File: config.mk
export PLATFORM = sky130hd
export DESIGN_NAME = gate_fetch_unit
export DESIGN_NICKNAME = d
export VERILOG_FILES = /design/src/rtl/gfu_pkg.sv /design/src/rtl/gfu_entry_locate.sv /design/src/rtl/gfu_fetch_seq.sv /design/src/rtl/gfu_gate_decode.sv /design/src/rtl/gate_fetch_unit.sv
export SDC_FILE = /design/constraint.sdc
export NUM_CORES = 1
export LEC_CHECK = 0
export BUFFER_PORTS_ARGS = -buffer_cell sky130_fd_sc_hd__buf_2
export CAP_MARGIN = 20
export CELL_PAD_IN_SITES_DETAIL_PLACEMENT = 1
export CELL_PAD_IN_SITES_GLOBAL_PLACEMENT = 1
export CORE_ASPECT_RATIO = 0.8
export CORE_MARGIN = 4
export CORE_UTILIZATION = 37
export DETAILED_ROUTE_END_ITERATION = 10
export HOLD_SLACK_MARGIN = 0.03
export PLACE_DENSITY_LB_ADDON = 0.1
export SLEW_MARGIN = 30
export SYNTH_ARGS = -nofsm -noshare
export SYNTH_HDL_FRONTEND = slang
export SYNTH_SLANG_ARGS = --single-unit
File: constraint.sdc
create_clock -name clk -period 3.05 [get_ports clk]
set_input_delay 0.61 -clock clk [delete_from_list [all_inputs] [get_ports clk]]
set_output_delay 0.61 -clock clk [all_outputs]
set_load 0.02 [all_outputs]
File: src/rtl/gfu_pkg.sv
package gfu_pkg;

   localparam int WORD_W      = 32;
   localparam int DESC_W      = 2 * WORD_W;
   localparam int TYPE_LSB    = 40;
   localparam int PRESENT_BIT = 47;
   localparam int SEL_LSB     = 16;
   localparam int OFF_HI_LSB  = 48;

   localparam logic [3:0] TY_TASK = 4'b0101;
   localparam logic [3:0] TY_INTR = 4'b1110;
   localparam logic [3:0] TY_TRAP = 4'b1111;

   typedef enum logic [1:0] {
      GK_NONE = 2'b00,
      GK_TASK = 2'b01,
      GK_INTR = 2'b10,
      GK_TRAP = 2'b11
   } gate_kind_e;

   typedef enum logic [2:0] {
      FS_IDLE,
      FS_LO_REQ,
      FS_LO_WAIT,
      FS_HI_REQ,
      FS_HI_WAIT
   } fetch_state_e;

   typedef struct packed {
      gate_kind_e  kind;
      logic        fault;
      logic [15:0] sel;
      logic [31:0] off;
      logic        clr_if;
   } gate_info_t;

endpackage

File: src/rtl/gfu_entry_locate.sv
module gfu_entry_locate #(
   parameter int ADDR_W  = 32,
   parameter int VEC_W   = 8,
   parameter int LIMIT_W = 16
) (
   input  logic [ADDR_W-1:0]  base,
   input  logic [LIMIT_W-1:0] limit,
   input  logic [VEC_W-1:0]   vector,
   output logic [ADDR_W-1:0]  entry_addr,
   output logic               in_range
);
   localparam int END_W = VEC_W + 3;

   logic [END_W-1:0] first_byte;
   logic [END_W-1:0] last_byte;

   assign first_byte = {vector, 3'b000};
   assign last_byte  = {vector, 3'b111};
   assign entry_addr = base + ADDR_W'(first_byte);

   generate
      if (LIMIT_W >= END_W) begin : g_wide_limit
         logic [LIMIT_W-1:0] last_ext;
         assign last_ext = LIMIT_W'(last_byte);
         assign in_range = (last_ext <= limit);
      end else begin : g_narrow_limit
         assign in_range = (last_byte[END_W-1:LIMIT_W] == '0) &&
                           (last_byte[LIMIT_W-1:0] <= limit);
      end
   endgenerate

endmodule

File: src/rtl/gfu_fetch_seq.sv
module gfu_fetch_seq
   import gfu_pkg::*;
#(
   parameter int ADDR_W = 32
) (
   input  logic              clk,
   input  logic              rst,
   input  logic              start,
   input  logic [ADDR_W-1:0] start_addr,
   input  logic              rd_ready,
   input  logic              rsp_valid,
   input  logic [WORD_W-1:0] rsp_data,
   output logic              idle,
   output logic              rd_valid,
   output logic [ADDR_W-1:0] rd_addr,
   output logic              desc_valid,
   output logic [DESC_W-1:0] desc
);
   localparam logic [ADDR_W-1:0] HI_STEP = ADDR_W'(WORD_W / 8);

   fetch_state_e      state;
   logic [ADDR_W-1:0] addr_q;
   logic [WORD_W-1:0] lo_q;

   always_ff @(posedge clk) begin
      if (rst) begin
         state  <= FS_IDLE;
         addr_q <= '0;
         lo_q   <= '0;
      end else begin
         unique case (state)
            FS_IDLE: begin
               if (start) begin
                  addr_q <= start_addr;
                  state  <= FS_LO_REQ;
               end
            end
            FS_LO_REQ: begin
               if (rd_ready) state <= FS_LO_WAIT;
            end
            FS_LO_WAIT: begin
               if (rsp_valid) begin
                  lo_q  <= rsp_data;
                  state <= FS_HI_REQ;
               end
            end
            FS_HI_REQ: begin
               if (rd_ready) state <= FS_HI_WAIT;
            end
            FS_HI_WAIT: begin
               if (rsp_valid) state <= FS_IDLE;
            end
            default: state <= FS_IDLE;
         endcase
      end
   end

   always_comb begin
      idle       = (state == FS_IDLE);
      rd_valid   = (state == FS_LO_REQ) || (state == FS_HI_REQ);
      rd_addr    = (state == FS_HI_REQ) ? (addr_q + HI_STEP) : addr_q;
      desc_valid = (state == FS_HI_WAIT) && rsp_valid;
      desc       = {rsp_data, lo_q};
   end

endmodule

File: src/rtl/gfu_gate_decode.sv
module gfu_gate_decode
   import gfu_pkg::*;
(
   input  logic [DESC_W-1:0] desc,
   output gate_info_t        info
);
   logic [3:0]  type_code;
   logic        present;
   gate_kind_e  kind;
   logic        unused_rsvd;

   assign type_code   = desc[TYPE_LSB +: 4];
   assign present     = desc[PRESENT_BIT];
   assign unused_rsvd = ^{desc[TYPE_LSB-1:SEL_LSB+16], desc[PRESENT_BIT-1:TYPE_LSB+4]};

   always_comb begin
      unique case (type_code)
         TY_TASK: kind = GK_TASK;
         TY_INTR: kind = GK_INTR;
         TY_TRAP: kind = GK_TRAP;
         default: kind = GK_NONE;
      endcase
   end

   always_comb begin
      info        = '0;
      info.fault  = !present || (kind == GK_NONE);
      if (!info.fault) begin
         info.kind   = kind;
         info.sel    = desc[SEL_LSB +: 16];
         info.clr_if = (kind == GK_INTR);
         if (kind != GK_TASK) begin
            info.off = {desc[OFF_HI_LSB +: 16], desc[15:0]};
         end
      end
   end

endmodule

File: src/rtl/gate_fetch_unit.sv
module gate_fetch_unit
   import gfu_pkg::*;
#(
   parameter int ADDR_W  = 32,
   parameter int VEC_W   = 8,
   parameter int LIMIT_W = 16
) (
   input  logic               clk,
   input  logic               rst,
   input  logic               req_valid,
   input  logic [VEC_W-1:0]   req_vector,
   output logic               req_ready,
   input  logic [ADDR_W-1:0]  tbl_base,
   input  logic [LIMIT_W-1:0] tbl_limit,
   input  logic               if_in,
   output logic               rd_valid,
   output logic [ADDR_W-1:0]  rd_addr,
   input  logic               rd_ready,
   input  logic               rsp_valid,
   input  logic [31:0]        rsp_data,
   output logic               done,
   output logic               err,
   output logic [1:0]         gate_kind,
   output logic [15:0]        gate_sel,
   output logic [31:0]        gate_off,
   output logic               if_out
);
   generate
      if (VEC_W < 1 || VEC_W > 8) begin : g_bad_vec_w
         $error("gate_fetch_unit: VEC_W must lie in 1..8");
      end
      if (ADDR_W < VEC_W + 3 || ADDR_W > 64) begin : g_bad_addr_w
         $error("gate_fetch_unit: ADDR_W must cover the table and not exceed 64");
      end
      if (LIMIT_W < 3) begin : g_bad_limit_w
         $error("gate_fetch_unit: LIMIT_W must be at least 3");
      end
   endgenerate

   logic [ADDR_W-1:0] entry_addr;
   logic              in_range;
   logic              seq_idle;
   logic              desc_valid;
   logic [DESC_W-1:0] desc;
   gate_info_t        info;
   logic              accept;
   logic              if_q;

   gfu_entry_locate #(
      .ADDR_W (ADDR_W),
      .VEC_W  (VEC_W),
      .LIMIT_W(LIMIT_W)
   ) u_locate (
      .base      (tbl_base),
      .limit     (tbl_limit),
      .vector    (req_vector),
      .entry_addr(entry_addr),
      .in_range  (in_range)
   );

   gfu_fetch_seq #(
      .ADDR_W(ADDR_W)
   ) u_seq (
      .clk       (clk),
      .rst       (rst),
      .start     (accept && in_range),
      .start_addr(entry_addr),
      .rd_ready  (rd_ready),
      .rsp_valid (rsp_valid),
      .rsp_data  (rsp_data),
      .idle      (seq_idle),
      .rd_valid  (rd_valid),
      .rd_addr   (rd_addr),
      .desc_valid(desc_valid),
      .desc      (desc)
   );

   gfu_gate_decode u_decode (
      .desc(desc),
      .info(info)
   );

   assign req_ready = seq_idle;
   assign accept    = req_valid && req_ready;

   always_ff @(posedge clk) begin
      if (rst) begin
         done      <= 1'b0;
         err       <= 1'b0;
         gate_kind <= '0;
         gate_sel  <= '0;
         gate_off  <= '0;
         if_out    <= 1'b0;
         if_q      <= 1'b0;
      end else begin
         done <= 1'b0;
         err  <= 1'b0;
         if (accept) begin
            if_q <= if_in;
         end
         if (accept && !in_range) begin
            done      <= 1'b1;
            err       <= 1'b1;
            gate_kind <= GK_NONE;
            gate_sel  <= '0;
            gate_off  <= '0;
            if_out    <= if_in;
         end else if (desc_valid) begin
            done      <= 1'b1;
            err       <= info.fault;
            gate_kind <= info.kind;
            gate_sel  <= info.sel;
            gate_off  <= info.off;
            if_out    <= info.clr_if ? 1'b0 : if_q;
         end
      end
   end

endmodule

Word-level counts from Yosys, hierarchy flattened
Index checks and enable logic that the tools add are counted.
{"block": "classes", "n_addsub": 2, "order_cmp": 1, "eq_ne": 14, "mux": 18, "reduce_logical": 15}
{"op": "32-bit 2-to-1 mux", "count": 2}
{"op": "49-bit 2-to-1 mux", "count": 1}
{"op": "32-bit by 11-bit adder with 32-bit output", "count": 1}
{"op": "32-bit by 3-bit adder with 32-bit output (second input constant)", "count": 1}
{"op": "11-bit by 16-bit less-or-equal comparator with 1-bit output", "count": 1}
{"op": "3-bit 2-to-1 mux", "count": 5}
{"op": "3-bit case mux with 5 select lines", "count": 1}
{"op": "4-bit equality test (second input constant)", "count": 2}
{"op": "2-bit inequality test (second input constant)", "count": 4}
{"op": "1-bit 2-to-1 mux", "count": 7}
{"op": "3-bit by 2-bit equality test with 1-bit output (second input constant)", "count": 2}
{"op": "2-bit case mux with 3 select lines", "count": 1}
{"op": "5-bit AND reduction", "count": 1}
{"op": "4-bit by 3-bit equality test with 1-bit output (second input constant)", "count": 1}
{"op": "1-bit logical AND", "count": 4}
{"op": "2-bit by 1-bit inequality test with 1-bit output (second input constant)", "count": 2}
{"op": "2-bit AND reduction", "count": 2}
{"op": "3-bit by 1-bit equality test with 1-bit output (second input constant)", "count": 1}
{"op": "3-bit equality test (second input constant)", "count": 1}
{"op": "3-bit logical NOT", "count": 1}
{"op": "2-bit equality test (second input constant)", "count": 1}
{"op": "1-bit logical NOT", "count": 2}
{"op": "2-bit logical NOT", "count": 1}
{"op": "1-bit logical OR", "count": 2}
{"op": "3 further kinds", "count": 3}
{"block": "word_totals", "ff_bits": 121, "in_bits": 94, "output_inout_bits": 87, "elab_cells": 60}

Logic depth before layout (Yosys ltp)
{"block": "logic_depth", "depth_word": 8, "mapped_depth": 10, "ltp_nobuf": 9}

By module
From an unflattened synthesis, not the netlist that was laid out.
{"block": "hier_totals", "cells_unflattened": 826, "hier_area_um2": 7245.7}
{"module": "gfu_fetch_seq", "instances": 1, "cells_per_inst": 427, "area_each_um2": 3353.2, "seq_area_each_um2": 1341.3}
{"module": "gate_fetch_unit", "instances": 1, "cells_per_inst": 186, "area_each_um2": 2364.8, "seq_area_each_um2": 1081.0}
{"module": "gfu_entry_locate", "instances": 1, "cells_per_inst": 131, "area_each_um2": 1019.7, "seq_area_each_um2": 0.0}
{"module": "gfu_gate_decode", "instances": 1, "cells_per_inst": 82, "area_each_um2": 508.0, "seq_area_each_um2": 0.0}

Worst setup path after synthesis
OpenSTA, ideal clock, no wires.
{"block": "synth_timing", "kind": "register to output", "startpoint": "reg u_seq.state[2]", "endpoint": "out rd_addr[29]", "arrival_ps": 2083, "required_time_ps": 2440, "slack_ps": 357, "path_stages_with_launch": 9, "cell_sequence": "dfxtp_1 buf_6 and3b_1 buf_6 and4_4 or4b_4 nor2_4 nand4_1 xnor2_1"}
{"block": "synth_via", "elab_chain_cells": 2}
{"item": "start: declaration", "line_no": "gfu_fetch_seq.sv:21", "rtl": "fetch_state_e state;"}
{"item": "start signal: assignment", "line_no": "gfu_fetch_seq.sv:27", "rtl": "state <= FS_IDLE;"}
{"item": "start signal: assignment", "line_no": "gfu_fetch_seq.sv:35", "rtl": "state <= FS_LO_REQ;"}
{"item": "start signal: assignment", "line_no": "gfu_fetch_seq.sv:39", "rtl": "if (rd_ready) state <= FS_LO_WAIT;"}
{"item": "3-bit by 2-bit equality test with 1-bit output", "line_no": "gfu_fetch_seq.sv:61", "rtl": "rd_addr = (state == FS_HI_REQ) ? (addr_q + HI_STEP) : addr_q;"}
{"item": "32-bit 2-to-1 mux", "line_no": "gfu_fetch_seq.sv:61"}
{"item": "end: declaration", "line_no": "gate_fetch_unit.sv:17", "rtl": "output logic [ADDR_W-1:0] rd_addr,"}
Every way passes these cells.

Worst setup path in the final report
Same ends and word-level chain as after synthesis.

==> metrics.md <==
| Metric | Value |
|---|---|
| Outcome | `finished with violations` |
| Violated checks | `setup timing` |
| Syn Area/Cell | `8.20 µm²` |
| Fraction of layout cells with a size suffix above 1 | `between 20% and 30%` |
| Fin crit share | `101%` |
| Clk slew on worst S/H paths | `60 ps` |
| CP max FO | `4` |
| Hold/Removal Path Class | `input pin to flop` |
| Final GP Congestion | `0.866` |
| Synth warn | `0` |
| Final Hold Vio Count | `0` |
| Gr ovfl total | `0` |
| Yosys cell types | `52` |
| Cell area after layout | `approximately 7700 µm²` |
| N_diodes | `0` |
| Min-delay src | `rsp_data[13]` |
| Crit-path leading delay family | `simple AND/OR/NAND/NOR gates` |
| Crit end category | `output port` |
| Clock Latency Late Sink | `410 ps` |
| Relative slew slack | `between 50% and 60%` |
| # H-tree levels | `4` |
| Root buffer cell | `clkbuf_16` |
| CP Depth | `8` |
| Post-CTS Hold Buffers | `0` |
| DRT iter0 DRCs | `264` |
| Worst Hold Depth | `3` |
| Clock Sinks | `121` |
| Post-synth top area cell | `dfxtp_1` |
| Mapped Cells | `703` |
| FMAX | `326 MHz` |
| Residual DRC count | `0` |
| Area after DPL | `roughly 7000 µm²` |
| CP max-delay cell | `or4b_4` |
| # port buffers | `180` |
| Max-slew violation count | `0` |
| Sequential element share of the synthesized area | `42.0%` |
| Cell Pwr Density | `595 nW/µm²` |
| Crit Path Category | `flop to output port` |
| Most frequent cell after synthesis | `dfxtp_1` |
| Leakage power | `3.27 nW` |
| Synth-to-layout area growth | `32.9%` |
| Vias/cell | `between 5 and 6` |
| Arr. time, crit path | `2460 ps` |
| # IOs | `181` |
| HPWL Detailed | `13,700 µm` |
| WL/cell | `around 17 µm` |
| Final TNS setup | `-16.1 ps` |
| Layout Cells excl Fill | `1,108` |
| CTS tree | `done` |
| Final setup vio count | `1` |
| Final clock skew | `around 8.6 ps` |
| Post-synth ARST share | `0%` |
| Commonest register cell after synthesis | `dfxtp_1` |
| Worst path required time | `roughly 2400 ps` |
| CP bufs+invs | `2` |
| RR Startpoint | `u_seq.state[2]` |
| Placed cell count | `1,065` |
| Max stage delay on crit path | `520 ps` |
| Hold_ws | `between 400 and 500 ps` |
| Largest net degree at the start of global routing | `56` |
| Global-route wire length before repair | `31,000 µm` |
| Routed Antenna Nets | `0` |
| Fillers | `between 1,500 and 2,000` |
| NumNets Final | `997` |
| Num rows | `40` |
| Initial antenna violation count | `1` |
| TritonRoute pass-1 iters | `4` |
| Via count | `5,762` |
| Worst slew pin tran | `681 ps` |
| RSZ-0062 raised after global routing | `yes` |
| Flop-to-flop setup slack | `approximately 850 ps` |
| Syn Std Cell Area | `5760 µm²` |
| Crit Reg-Reg Endpoint | `u_seq.addr_q[19]` |
| Max clock buf depth | `2` |
| Destination of the worst hold path | `u_seq.lo_q[13]` |
| Post-layout min period | `a little over 3000 ps` |
| Syn nets | `815` |
| Max_cap viols | `0` |
| Gr usage total | `21.6%` |
| Final WS setup | `-16.1 ps` |
| Num CTS Buffers | `17` |
| Synth top area cells | `dfxtp_1 42%, nand2_1 7.4%, a21oi_1 6.7%` |
| Core ar. | `about 15,000 µm²` |
| Chip width | `148 µm` |
| Initial Util | `38.0%` |
| CP Cell Sequence | `and3b_2, buf_6, and4_4, or4b_4, nor2_4, nand4_1, xnor2_1, buf_4` |
| R2R cell count | `9` |
| DIE AREA | `17,700 µm²` |
| Setup WS pre-CTS | `169 ps` |
| Yosys top cell area share | `42.0%` |
| Synth cell count leaders | `121 x dfxtp_1, 114 x nand2_1, 77 x a21oi_1` |
| WL final | `19,000 µm` |
| Die height | `about 120 µm` |
| Maximum vdd ir drop | `0.402 mV` |
| Startpoint Class | `flop` |
| EDFF count, synth | `0` |
| Vias in the first global route | `6,033` |
| Count of state elements after synthesis | `121` |
[sequential cells by signal, indices dropped and copies added, names as in the netlist]
name	count
u_seq.state	3
u_seq.addr_q	32
u_seq.lo_q	32
err	1
gate_kind	2
gate_sel	16
done	1
gate_off	32
if_out	1
if_q	1
[layer usage]
layer	vias up	routed length (µm)	GRT usage, %
met5	-	13	0
met4	2	249	6.81
met3	20	1050	5.02
met2	141	9030	35.6
met1	2778	8690	28.1
li1	2821	-	-
[metrics by stage]
step	total power [W]	utilization [%]
floorplan	0.00227	-
global placement	0.00255	45.4
detailed placement	0.00257	45.4
CTS	0.00458	49.9
global route	0.00478	50.5
finish	0.00456	50.5
[report_power, final]
| part | switching [W] | total, W | internal (W) |
|---|---|---|---|
| Clock | 0.000755 | 0.00199 | 0.00123 |
| Sequential | 0.000104 | 0.00178 | 0.00168 |
| Combinational | 0.000469 | 0.000787 | 0.000318 |
| Total | 0.00133 | 0.00456 | 0.00323 |
[tightest hold or removal path, delay by kind of cell]
family | cells | cell delay [ps]
AO/OA/AOI/OAI | 1 | 50
buffers and inverters | 1 | 100
AND/OR/NAND/NOR | 1 | 50
[cells in the final DEF, fill, tap and decap left out, drive strengths merged, types with 4 or more instances in the layout]
cell    instances
nand2         114
o211ai         10
inv            20
nor2           69
nand3          36
clkinv          8
and3            7
ha             17
a22oi          32
and4            5
xor2           22
nor4            4
nor3           11
nand4          14
mux2i          11
a211oi          6
xnor2          35
buf           203
o21ai          20
clkbuf         19
dfxtp         121
a21oi          77
[what timing repair did]
action	in CTS	in global routing
resized for setup	18	16
hold endpoints to repair	0	0
setup buffers	6	4
pin swaps	5	12
endpoints found under the setup margin	11	11
[kinds of logic (layout without fill, tap and decap cells)]
logic type      count (synthesis)  in the layout  synth area share (%)
flops                         121            121                  42.0
fa+ha+maj                      18             18                  4.04
xor+xnor                       57             57                  8.66
simple gates                  279            279                  22.4
buf+inv                        58            253                  4.36
mux                            12             12                  2.11
compound gates                158            158                  16.5
[how the worst max path moves through the flow]
stage / startpoint / to / slack, ps
global route: u_seq.state[2] / rd_addr[29] / -160
CTS: u_seq.state[2] / rd_addr[29] / -80
floorplan: u_seq.state[2] / rd_addr[29] / 360
global placement: u_seq.state[2] / rd_addr[26] / 320
finish: u_seq.state[2] / rd_addr[29] / -20
detailed placement: u_seq.state[0] / rd_addr[28] / 170
[area by class of cell]
cell class | count | area (µm²) | share of cell area [%]
Sequential cell | 121 | 2440 | 31.9
Multi-Input combinational cell | 524 | 3160 | 41.2
Inverter | 18 | 67.6 | 0.882
Tap cell | 210 | 263 | 3.43
Timing Repair Buffer | 203 | 1140 | 14.9
Clock inverter | 13 | 144 | 1.88
Clock buffer | 19 | 443 | 5.78
(Power assumes the default switching activity.)
